`config.mk`:
```
export PLATFORM = sky130hd
export DESIGN_NAME = rxq_top
export DESIGN_NICKNAME = d
export VERILOG_FILES = /design/src/rtl/rxq_pkg.sv /design/src/rtl/rxq_packer.sv /design/src/rtl/rxq_dfifo.sv /design/src/rtl/rxq_lfifo.sv /design/src/rtl/rxq_top.sv
export SDC_FILE = /design/constraint.sdc
export NUM_CORES = 2
export LEC_CHECK = 0
export CAP_MARGIN = 20
export CORE_MARGIN = 5
export CORE_UTILIZATION = 38
export CTS_BUF_LIST = sky130_fd_sc_hd__clkbuf_2 sky130_fd_sc_hd__clkbuf_4 sky130_fd_sc_hd__clkbuf_8
export DETAILED_ROUTE_END_ITERATION = 6
export PLACE_DENSITY_LB_ADDON = 0.25
export SLEW_MARGIN = 20
export SYNTH_ARGS = -nofsm -noshare
export SYNTH_HDL_FRONTEND = slang
export SYNTH_SLANG_ARGS = --single-unit
```
`constraint.sdc`:
```
create_clock -name clk -period 11.8 [get_ports clk]
set_input_delay 2.95 -clock clk [delete_from_list [all_inputs] [get_ports clk]]
set_output_delay 2.95 -clock clk [all_outputs]
set_load 0.02 [all_outputs]
```
`src/rtl/rxq_pkg.sv`:
```
package rxq_pkg;

  localparam logic [2:0] A_DATA  = 3'd0;
  localparam logic [2:0] A_LEN   = 3'd1;
  localparam logic [2:0] A_COUNT = 3'd2;
  localparam logic [2:0] A_THR   = 3'd3;
  localparam logic [2:0] A_CTRL  = 3'd4;
  localparam logic [2:0] A_FLAGS = 3'd5;

  typedef struct packed {
    logic [15:0] stat;
    logic [15:0] len;
  } rxq_entry_t;

endpackage

```
`src/rtl/rxq_packer.sv`:
```
module rxq_packer (
  input  logic        clk,
  input  logic        rst_n,
  input  logic        flush,
  input  logic        in_vld,
  input  logic [7:0]  in_dat,
  input  logic        in_last,
  input  logic [15:0] in_stat,
  output logic        wr_vld,
  output logic [31:0] wr_dat,
  output logic        fin,
  output logic [15:0] fin_len,
  output logic [15:0] fin_stat
);

  logic [1:0]  lane_q, lane_d;
  logic [23:0] acc_q, acc_d;
  logic [15:0] len_q, len_d;
  logic        infr_q, infr_d;
  logic        skip_q, skip_d;
  logic        take;

  assign take     = in_vld && !flush && !skip_q;
  assign wr_vld   = take && (in_last || lane_q == 2'd3);
  assign fin      = take && in_last;
  assign fin_len  = len_q + 16'd1;
  assign fin_stat = in_stat;

  always_comb begin
    case (lane_q)
      2'd0:    wr_dat = {24'd0, in_dat};
      2'd1:    wr_dat = {16'd0, in_dat, acc_q[7:0]};
      2'd2:    wr_dat = {8'd0, in_dat, acc_q[15:0]};
      default: wr_dat = {in_dat, acc_q[23:0]};
    endcase
  end

  always_comb begin
    infr_d = in_vld ? !in_last : infr_q;
    skip_d = skip_q;
    lane_d = lane_q;
    acc_d  = acc_q;
    len_d  = len_q;
    if (flush) begin
      skip_d = infr_d;
      lane_d = 2'd0;
      acc_d  = 24'd0;
      len_d  = 16'd0;
    end else begin
      if (skip_q && in_vld && in_last) begin
        skip_d = 1'b0;
      end
      if (take) begin
        if (in_last || lane_q == 2'd3) begin
          lane_d = 2'd0;
          acc_d  = 24'd0;
        end else begin
          lane_d = lane_q + 2'd1;
          acc_d  = wr_dat[23:0];
        end
        len_d = in_last ? 16'd0 : len_q + 16'd1;
      end
    end
  end

  always_ff @(posedge clk or negedge rst_n) begin
    if (!rst_n) begin
      lane_q <= 2'd0;
      acc_q  <= 24'd0;
      len_q  <= 16'd0;
      infr_q <= 1'b0;
      skip_q <= 1'b0;
    end else begin
      lane_q <= lane_d;
      acc_q  <= acc_d;
      len_q  <= len_d;
      infr_q <= infr_d;
      skip_q <= skip_d;
    end
  end

endmodule

```
`src/rtl/rxq_dfifo.sv`:
```
module rxq_dfifo #(
  parameter int DEPTH = 64,
  localparam int AW = $clog2(DEPTH),
  localparam int PW = AW + 1
) (
  input  logic          clk,
  input  logic          rst_n,
  input  logic          flush,
  input  logic          wr_vld,
  input  logic [31:0]   wr_dat,
  input  logic          fin,
  input  logic          accept,
  input  logic          rd_pop,
  output logic [31:0]   rd_dat,
  output logic [PW-1:0] words,
  output logic          frame_ovf
);

  localparam logic [PW-1:0] FULLV = PW'(DEPTH);

  logic [31:0]   mem_q [DEPTH];
  logic [PW-1:0] rptr_q, rptr_d;
  logic [PW-1:0] cptr_q, cptr_d;
  logic [PW-1:0] sptr_q, sptr_d;
  logic          ovf_q, ovf_d;
  logic          spec_full, we, has, pop;
  logic [PW-1:0] sptr_wr;

  assign spec_full = (sptr_q - rptr_q) == FULLV;
  assign we        = wr_vld && !ovf_q && !spec_full && !flush;
  assign frame_ovf = ovf_q || (wr_vld && spec_full);
  assign words     = cptr_q - rptr_q;
  assign has       = words != '0;
  assign pop       = rd_pop && has;
  assign rd_dat    = has ? mem_q[rptr_q[AW-1:0]] : 32'd0;
  assign sptr_wr   = sptr_q + PW'(we);

  always_comb begin
    rptr_d = rptr_q;
    cptr_d = cptr_q;
    sptr_d = sptr_q;
    ovf_d  = ovf_q;
    if (flush) begin
      rptr_d = '0;
      cptr_d = '0;
      sptr_d = '0;
      ovf_d  = 1'b0;
    end else begin
      if (pop) begin
        rptr_d = rptr_q + PW'(1);
      end
      if (fin) begin
        ovf_d = 1'b0;
        if (accept) begin
          cptr_d = sptr_wr;
          sptr_d = sptr_wr;
        end else begin
          sptr_d = cptr_q;
        end
      end else begin
        sptr_d = sptr_wr;
        ovf_d  = frame_ovf;
      end
    end
  end

  always_ff @(posedge clk or negedge rst_n) begin
    if (!rst_n) begin
      rptr_q <= '0;
      cptr_q <= '0;
      sptr_q <= '0;
      ovf_q  <= 1'b0;
    end else begin
      rptr_q <= rptr_d;
      cptr_q <= cptr_d;
      sptr_q <= sptr_d;
      ovf_q  <= ovf_d;
    end
  end

  always_ff @(posedge clk) begin
    if (we) begin
      mem_q[sptr_q[AW-1:0]] <= wr_dat;
    end
  end

endmodule

```
`src/rtl/rxq_lfifo.sv`:
```
module rxq_lfifo #(
  parameter int DEPTH = 8,
  localparam int AW = $clog2(DEPTH),
  localparam int PW = AW + 1
) (
  input  logic          clk,
  input  logic          rst_n,
  input  logic          flush,
  input  logic          push,
  input  logic [31:0]   push_dat,
  input  logic          pop_req,
  output logic [31:0]   head,
  output logic [PW-1:0] cnt,
  output logic          full
);

  localparam logic [PW-1:0] FULLV = PW'(DEPTH);

  logic [31:0]   mem_q [DEPTH];
  logic [PW-1:0] wptr_q, wptr_d;
  logic [PW-1:0] rptr_q, rptr_d;
  logic          has, pop, we;

  assign cnt  = wptr_q - rptr_q;
  assign full = cnt == FULLV;
  assign has  = cnt != '0;
  assign pop  = pop_req && has;
  assign we   = push && !full && !flush;
  assign head = has ? mem_q[rptr_q[AW-1:0]] : 32'd0;

  always_comb begin
    wptr_d = wptr_q;
    rptr_d = rptr_q;
    if (flush) begin
      wptr_d = '0;
      rptr_d = '0;
    end else begin
      if (we) wptr_d = wptr_q + PW'(1);
      if (pop) rptr_d = rptr_q + PW'(1);
    end
  end

  always_ff @(posedge clk or negedge rst_n) begin
    if (!rst_n) begin
      wptr_q <= '0;
      rptr_q <= '0;
    end else begin
      wptr_q <= wptr_d;
      rptr_q <= rptr_d;
    end
  end

  always_ff @(posedge clk) begin
    if (we) begin
      mem_q[wptr_q[AW-1:0]] <= push_dat;
    end
  end

endmodule

```
`src/rtl/rxq_top.sv`:
```
module rxq_top
  import rxq_pkg::*;
#(
  parameter int DATA_DEPTH = 64,
  parameter int LQ_DEPTH   = 8,
  parameter int THR_RESET  = 6
) (
  input  logic        clk,
  input  logic        rst_n,
  input  logic        rx_vld,
  input  logic [7:0]  rx_dat,
  input  logic        rx_last,
  input  logic [15:0] rx_stat,
  input  logic        cpu_rd,
  input  logic        cpu_wr,
  input  logic [2:0]  cpu_addr,
  input  logic [31:0] cpu_wdata,
  output logic [31:0] cpu_rdata,
  output logic        irq_rdy,
  output logic        irq_err
);

  localparam int DPW = $clog2(DATA_DEPTH) + 1;
  localparam int LPW = $clog2(LQ_DEPTH) + 1;

  logic [15:0]    thr_q, thr_d;
  logic           flush_q, flush_d;
  logic [1:0]     flg_q, flg_d;

  logic           pk_wr_vld, pk_fin;
  logic [31:0]    pk_wr_dat;
  logic [15:0]    pk_len, pk_stat;
  logic [31:0]    dat_head;
  logic [DPW-1:0] dat_words;
  logic           dat_ovf;
  logic [31:0]    lq_head;
  logic [LPW-1:0] lq_cnt;
  logic           lq_full;
  logic           accept, lq_push, dat_pop, lq_pop;
  rxq_entry_t     ent;
  logic           unused_wbits;

  assign unused_wbits = ^cpu_wdata[31:16];

  assign accept  = !dat_ovf && !lq_full;
  assign lq_push = pk_fin && accept;
  assign dat_pop = cpu_rd && cpu_addr == A_DATA;
  assign lq_pop  = cpu_rd && cpu_addr == A_LEN;
  assign ent.len  = pk_len;
  assign ent.stat = pk_stat;

  rxq_packer u_packer (
    .clk      (clk),
    .rst_n    (rst_n),
    .flush    (flush_q),
    .in_vld   (rx_vld),
    .in_dat   (rx_dat),
    .in_last  (rx_last),
    .in_stat  (rx_stat),
    .wr_vld   (pk_wr_vld),
    .wr_dat   (pk_wr_dat),
    .fin      (pk_fin),
    .fin_len  (pk_len),
    .fin_stat (pk_stat)
  );

  rxq_dfifo #(.DEPTH(DATA_DEPTH)) u_dfifo (
    .clk       (clk),
    .rst_n     (rst_n),
    .flush     (flush_q),
    .wr_vld    (pk_wr_vld),
    .wr_dat    (pk_wr_dat),
    .fin       (pk_fin),
    .accept    (accept),
    .rd_pop    (dat_pop),
    .rd_dat    (dat_head),
    .words     (dat_words),
    .frame_ovf (dat_ovf)
  );

  rxq_lfifo #(.DEPTH(LQ_DEPTH)) u_lfifo (
    .clk      (clk),
    .rst_n    (rst_n),
    .flush    (flush_q),
    .push     (lq_push),
    .push_dat (ent),
    .pop_req  (lq_pop),
    .head     (lq_head),
    .cnt      (lq_cnt),
    .full     (lq_full)
  );

  always_comb begin
    thr_d   = thr_q;
    flush_d = flush_q;
    flg_d   = flg_q;
    if (cpu_wr && cpu_addr == A_THR) thr_d = cpu_wdata[15:0];
    if (cpu_wr && cpu_addr == A_CTRL) flush_d = cpu_wdata[0];
    if (flush_q) begin
      flg_d = 2'b00;
    end else if (pk_fin) begin
      flg_d = flg_q | {dat_ovf, lq_full};
    end
  end

  always_ff @(posedge clk or negedge rst_n) begin
    if (!rst_n) begin
      thr_q   <= 16'(THR_RESET);
      flush_q <= 1'b0;
      flg_q   <= 2'b00;
    end else begin
      thr_q   <= thr_d;
      flush_q <= flush_d;
      flg_q   <= flg_d;
    end
  end

  always_comb begin
    case (cpu_addr)
      A_DATA:  cpu_rdata = dat_head;
      A_LEN:   cpu_rdata = lq_head;
      A_COUNT: cpu_rdata = {16'(lq_cnt), 16'(dat_words)};
      A_THR:   cpu_rdata = {16'd0, thr_q};
      A_CTRL:  cpu_rdata = {31'd0, flush_q};
      A_FLAGS: cpu_rdata = {30'd0, flg_q};
      default: cpu_rdata = 32'd0;
    endcase
  end

  assign irq_rdy = 16'(lq_cnt) >= thr_q;
  assign irq_err = |flg_q;

endmodule

```
==> reports/summary.txt <==
status = completed
Buf/Inv on CP = 2
peak fanout along the critical path = 23
DR WL/cell = 31.55 um
top cell family by delay on the critical path = compound AO/OA/AOI/OAI gates
WL final = 264600 um
total gr overflow = 0
Initial Util = 38.21%
Critical Path AT = 6550 ps
RSZ-0062 raised after global routing = no
syn_nets = 4521
die width = 507.3 um
Design Power = 17.90 mW
drt via density = 5.746
Max rail drop VDD = 0.00009228 V
DRC Markers = 0
cell repeated most along the worst path = clkdlybuf4s50_1
Core Box Area = 245900 um^2
fin. max-slew vios = 0
Yosys cell types = 75
slowest stage delay, CP = 950 ps
final net count = 4941
Post-synth EDFFs = 2304
cell with the largest stage delay on the worst path = a211oi_1
largest net degree at the start of global routing = 112
power density cells = 166.9 nW/um^2
Area Overhead vs Synth = 14.12%
TritonCTS clock tree = yes
Post-CTS Resized = 0
Fin. Hold Viols = 0
vias after detailed routing = 48190
DP Wirelength = 143800 um
initial antenna violation count = 19
first-pass GRT wire length = 372000 um
Placer Congestion = 0.8295
CP Class = input pin to output pin
Post-Syn Area = 93980 um^2
slew margin rel. = 13.28%
Hold Crit Class = flip-flop to flip-flop
Avg Synthesized Cell Area = 21.24 um^2
Cell Chain, Critical Path = clkdlybuf4s50_1 -> or3_1 -> a21o_2 -> a211oi_1 -> a211o_1 -> clkdlybuf4s50_1
final antenna-violating net count = 0
YS warnings = 0
Worst-Skew Late Latency = 1050 ps
vias in the first global route = 49020
ys flop type = edfxtp_1
Clk Tree Root Cell = clkbuf_8
share of cells above drive strength 1 = 30.42%
H-tree depth = 5
Layout fillers = 21190
IO buf count = 82
setup TNS = 0 ps
final setup fails = 0
clk sinks = 2397
TritonRoute pass-1 iters = 6
iteration-0 DRC count of the detailed router = 5665
asr flop ratio synth = 3.880%
register area share after synthesis = 76.10%
Worst EP required = 8850 ps
die span in y = 507.3 um
placed cell count = 7663
non-filler cells, final = 8387
post-synthesis cell count = 4425
P_leak = 33.80 nW
die area = 257400 um^2
Max clock buf depth = 4
Tcrit/Tclk final = 80.53%
highest clock rate = 0.1052 GHz
max-cap viol count = 0
Worst Clk Skew = 64.19 ps
CP Capture Type = output pin
Least-Margin Pin Slew = 1287 ps
IO Count = 99
startpoint types = input pin
#FFs+latches synth = 2397
flop-to-flop setup slack = 6930 ps
postcts setup bufs = 0
Worst-path clk slew = 60 ps
CTS Hold Buffers Added = 0
min Tclk post-route = 9503 ps
hold_ws = 511.5 ps
Total GRT Usage = 20.22%
clock buffer count from CTS = 399
# rows = 182
-- power by group --
part           internal (mW)  switching [mW]
combinational          0.374           0.743
sequential              9.56          0.0519
clock                   3.88            3.30
total                   13.8            4.09
-- area by class of cell --
| class | count | area, um^2 | share of cell area (%) |
|---|---|---|---|
| inverter | 30 | 117.6 | 0.1097 |
| antenna | 9 | 22.52 | 0.02100 |
| timing repair buffer | 277 | 2392 | 2.231 |
| clock inverter | 179 | 1062 | 0.9905 |
| clock buffer | 535 | 6631 | 6.183 |
| tap | 3220 | 4029 | 3.757 |
| multi-input combinational | 1740 | 21460 | 20.01 |
| sequential | 2397 | 71540 | 66.70 |
-- synth_stat cells, types with 9 or more instances --
cell type | count | share of area (%)
a211oi_1 | 25 | 0.20
a21oi_1 | 53 | 0.28
a221oi_1 | 27 | 0.25
a22o_1 | 49 | 0.46
a22oi_1 | 38 | 0.30
a31oi_1 | 19 | 0.13
a32o_1 | 10 | 0.11
and2_1 | 15 | 0.10
and3_1 | 17 | 0.11
buf_1 | 19 | 0.076
buf_2 | 62 | 0.33
buf_4 | 45 | 0.36
buf_6 | 19 | 0.23
clkbuf_1 | 99 | 0.40
dfrtp_1 | 91 | 2.4
edfxtp_1 | 2304 | 74
ha_1 | 29 | 0.39
inv_1 | 27 | 0.11
mux2_2 | 47 | 0.56
mux2i_1 | 127 | 1.4
mux4_2 | 568 | 14
nand2_1 | 169 | 0.68
nand2b_1 | 10 | 0.067
nand3_1 | 29 | 0.15
nor2_1 | 90 | 0.36
nor2b_1 | 23 | 0.15
nor3_1 | 81 | 0.43
nor4_1 | 9 | 0.060
o211ai_1 | 11 | 0.088
o21ai_0 | 76 | 0.40
o21ai_1 | 10 | 0.053
o221ai_1 | 11 | 0.10
o22ai_1 | 48 | 0.32
o31ai_1 | 20 | 0.16
o32ai_1 | 9 | 0.084
or3_1 | 14 | 0.093
xnor2_1 | 15 | 0.14
xor2_1 | 17 | 0.16
-- registers in the layout, summed over array words and instances (netlist names) --
register	cells
u_dfifo.mem_q	2048
u_lfifo.mem_q	256
u_packer.acc_q	24
thr_q	16
u_packer.len_q	16
u_dfifo.cptr_q	7
u_dfifo.rptr_q	7
u_dfifo.sptr_q	7
u_lfifo.rptr_q	4
u_lfifo.wptr_q	4
flg_q	2
u_packer.lane_q	2
flush_q	1
u_dfifo.ovf_q	1
u_packer.infr_q	1
u_packer.skip_q	1
-- worst paths after layout --
check / to / start / depth (start not counted)
worst max-delay path: cpu_rdata[7] / cpu_addr[0] / 6
worst min-delay path: u_packer.acc_q[12] / u_packer.acc_q[12] / 1
worst max register to register: u_dfifo.mem_q[52][30] / u_dfifo.rptr_q[3] / 11
worst min register to register: u_packer.acc_q[12] / u_packer.acc_q[12] / 1
max in group asynchronous: u_dfifo.rptr_q[2] / rst_n / 2
min in group asynchronous: u_packer.infr_q / rst_n / 1
-- placed cells by master, fill, tap and decap left out, types with 25 or more instances in the layout --
cell,n
edfxtp_1,2304
a22o_1,33
clkbuf_8,418
mux2i_1,127
a21oi_1,53
o22ai_1,47
a221oi_1,27
o21ai_0,63
buf_4,186
dfrtp_1,83
nand3_1,29
clkinv_1,109
clkdlybuf4s50_1,81
clkinv_2,49
a211oi_1,25
a22oi_1,38
mux2_2,47
clkbuf_4,117
nor3_2,64
inv_1,25
nand2_1,166
mux4_2,568
ha_1,28
nor2_1,86
-- per-stage QoR --
step | setup WS (ps) | utilization (%) | cell area, um^2
detailed placement | 2348 | 40.43 | 99430
global route | 2137 | 43.60 | 107200
finish | 2297 | 43.61 | 107200
CTS | 2325 | 43.56 | 107100
floorplan | 3799 | - | 93980
global placement | 2341 | 40.42 | 99420
-- per-layer routing --
metal  track usage (%)  wire (um)
met5                 0         63
met4             5.206       6097
met3             4.950      23540
met2             31.60     123700
met1             28.61     111200
-- cells by family after synthesis --
kind of cell | Yosys count | share of synthesized area (%)
AO/OA/AOI/OAI | 444 | 3.292
XOR/XNOR | 32 | 0.2982
adder cells (fa/ha/maj) | 31 | 0.4287
buffers and inverters | 288 | 1.761
flip-flops | 2397 | 76.10
multiplexers | 746 | 15.64
AND/OR/NAND/NOR | 487 | 2.482
Note: power is estimated with default switching activity, not from simulation.
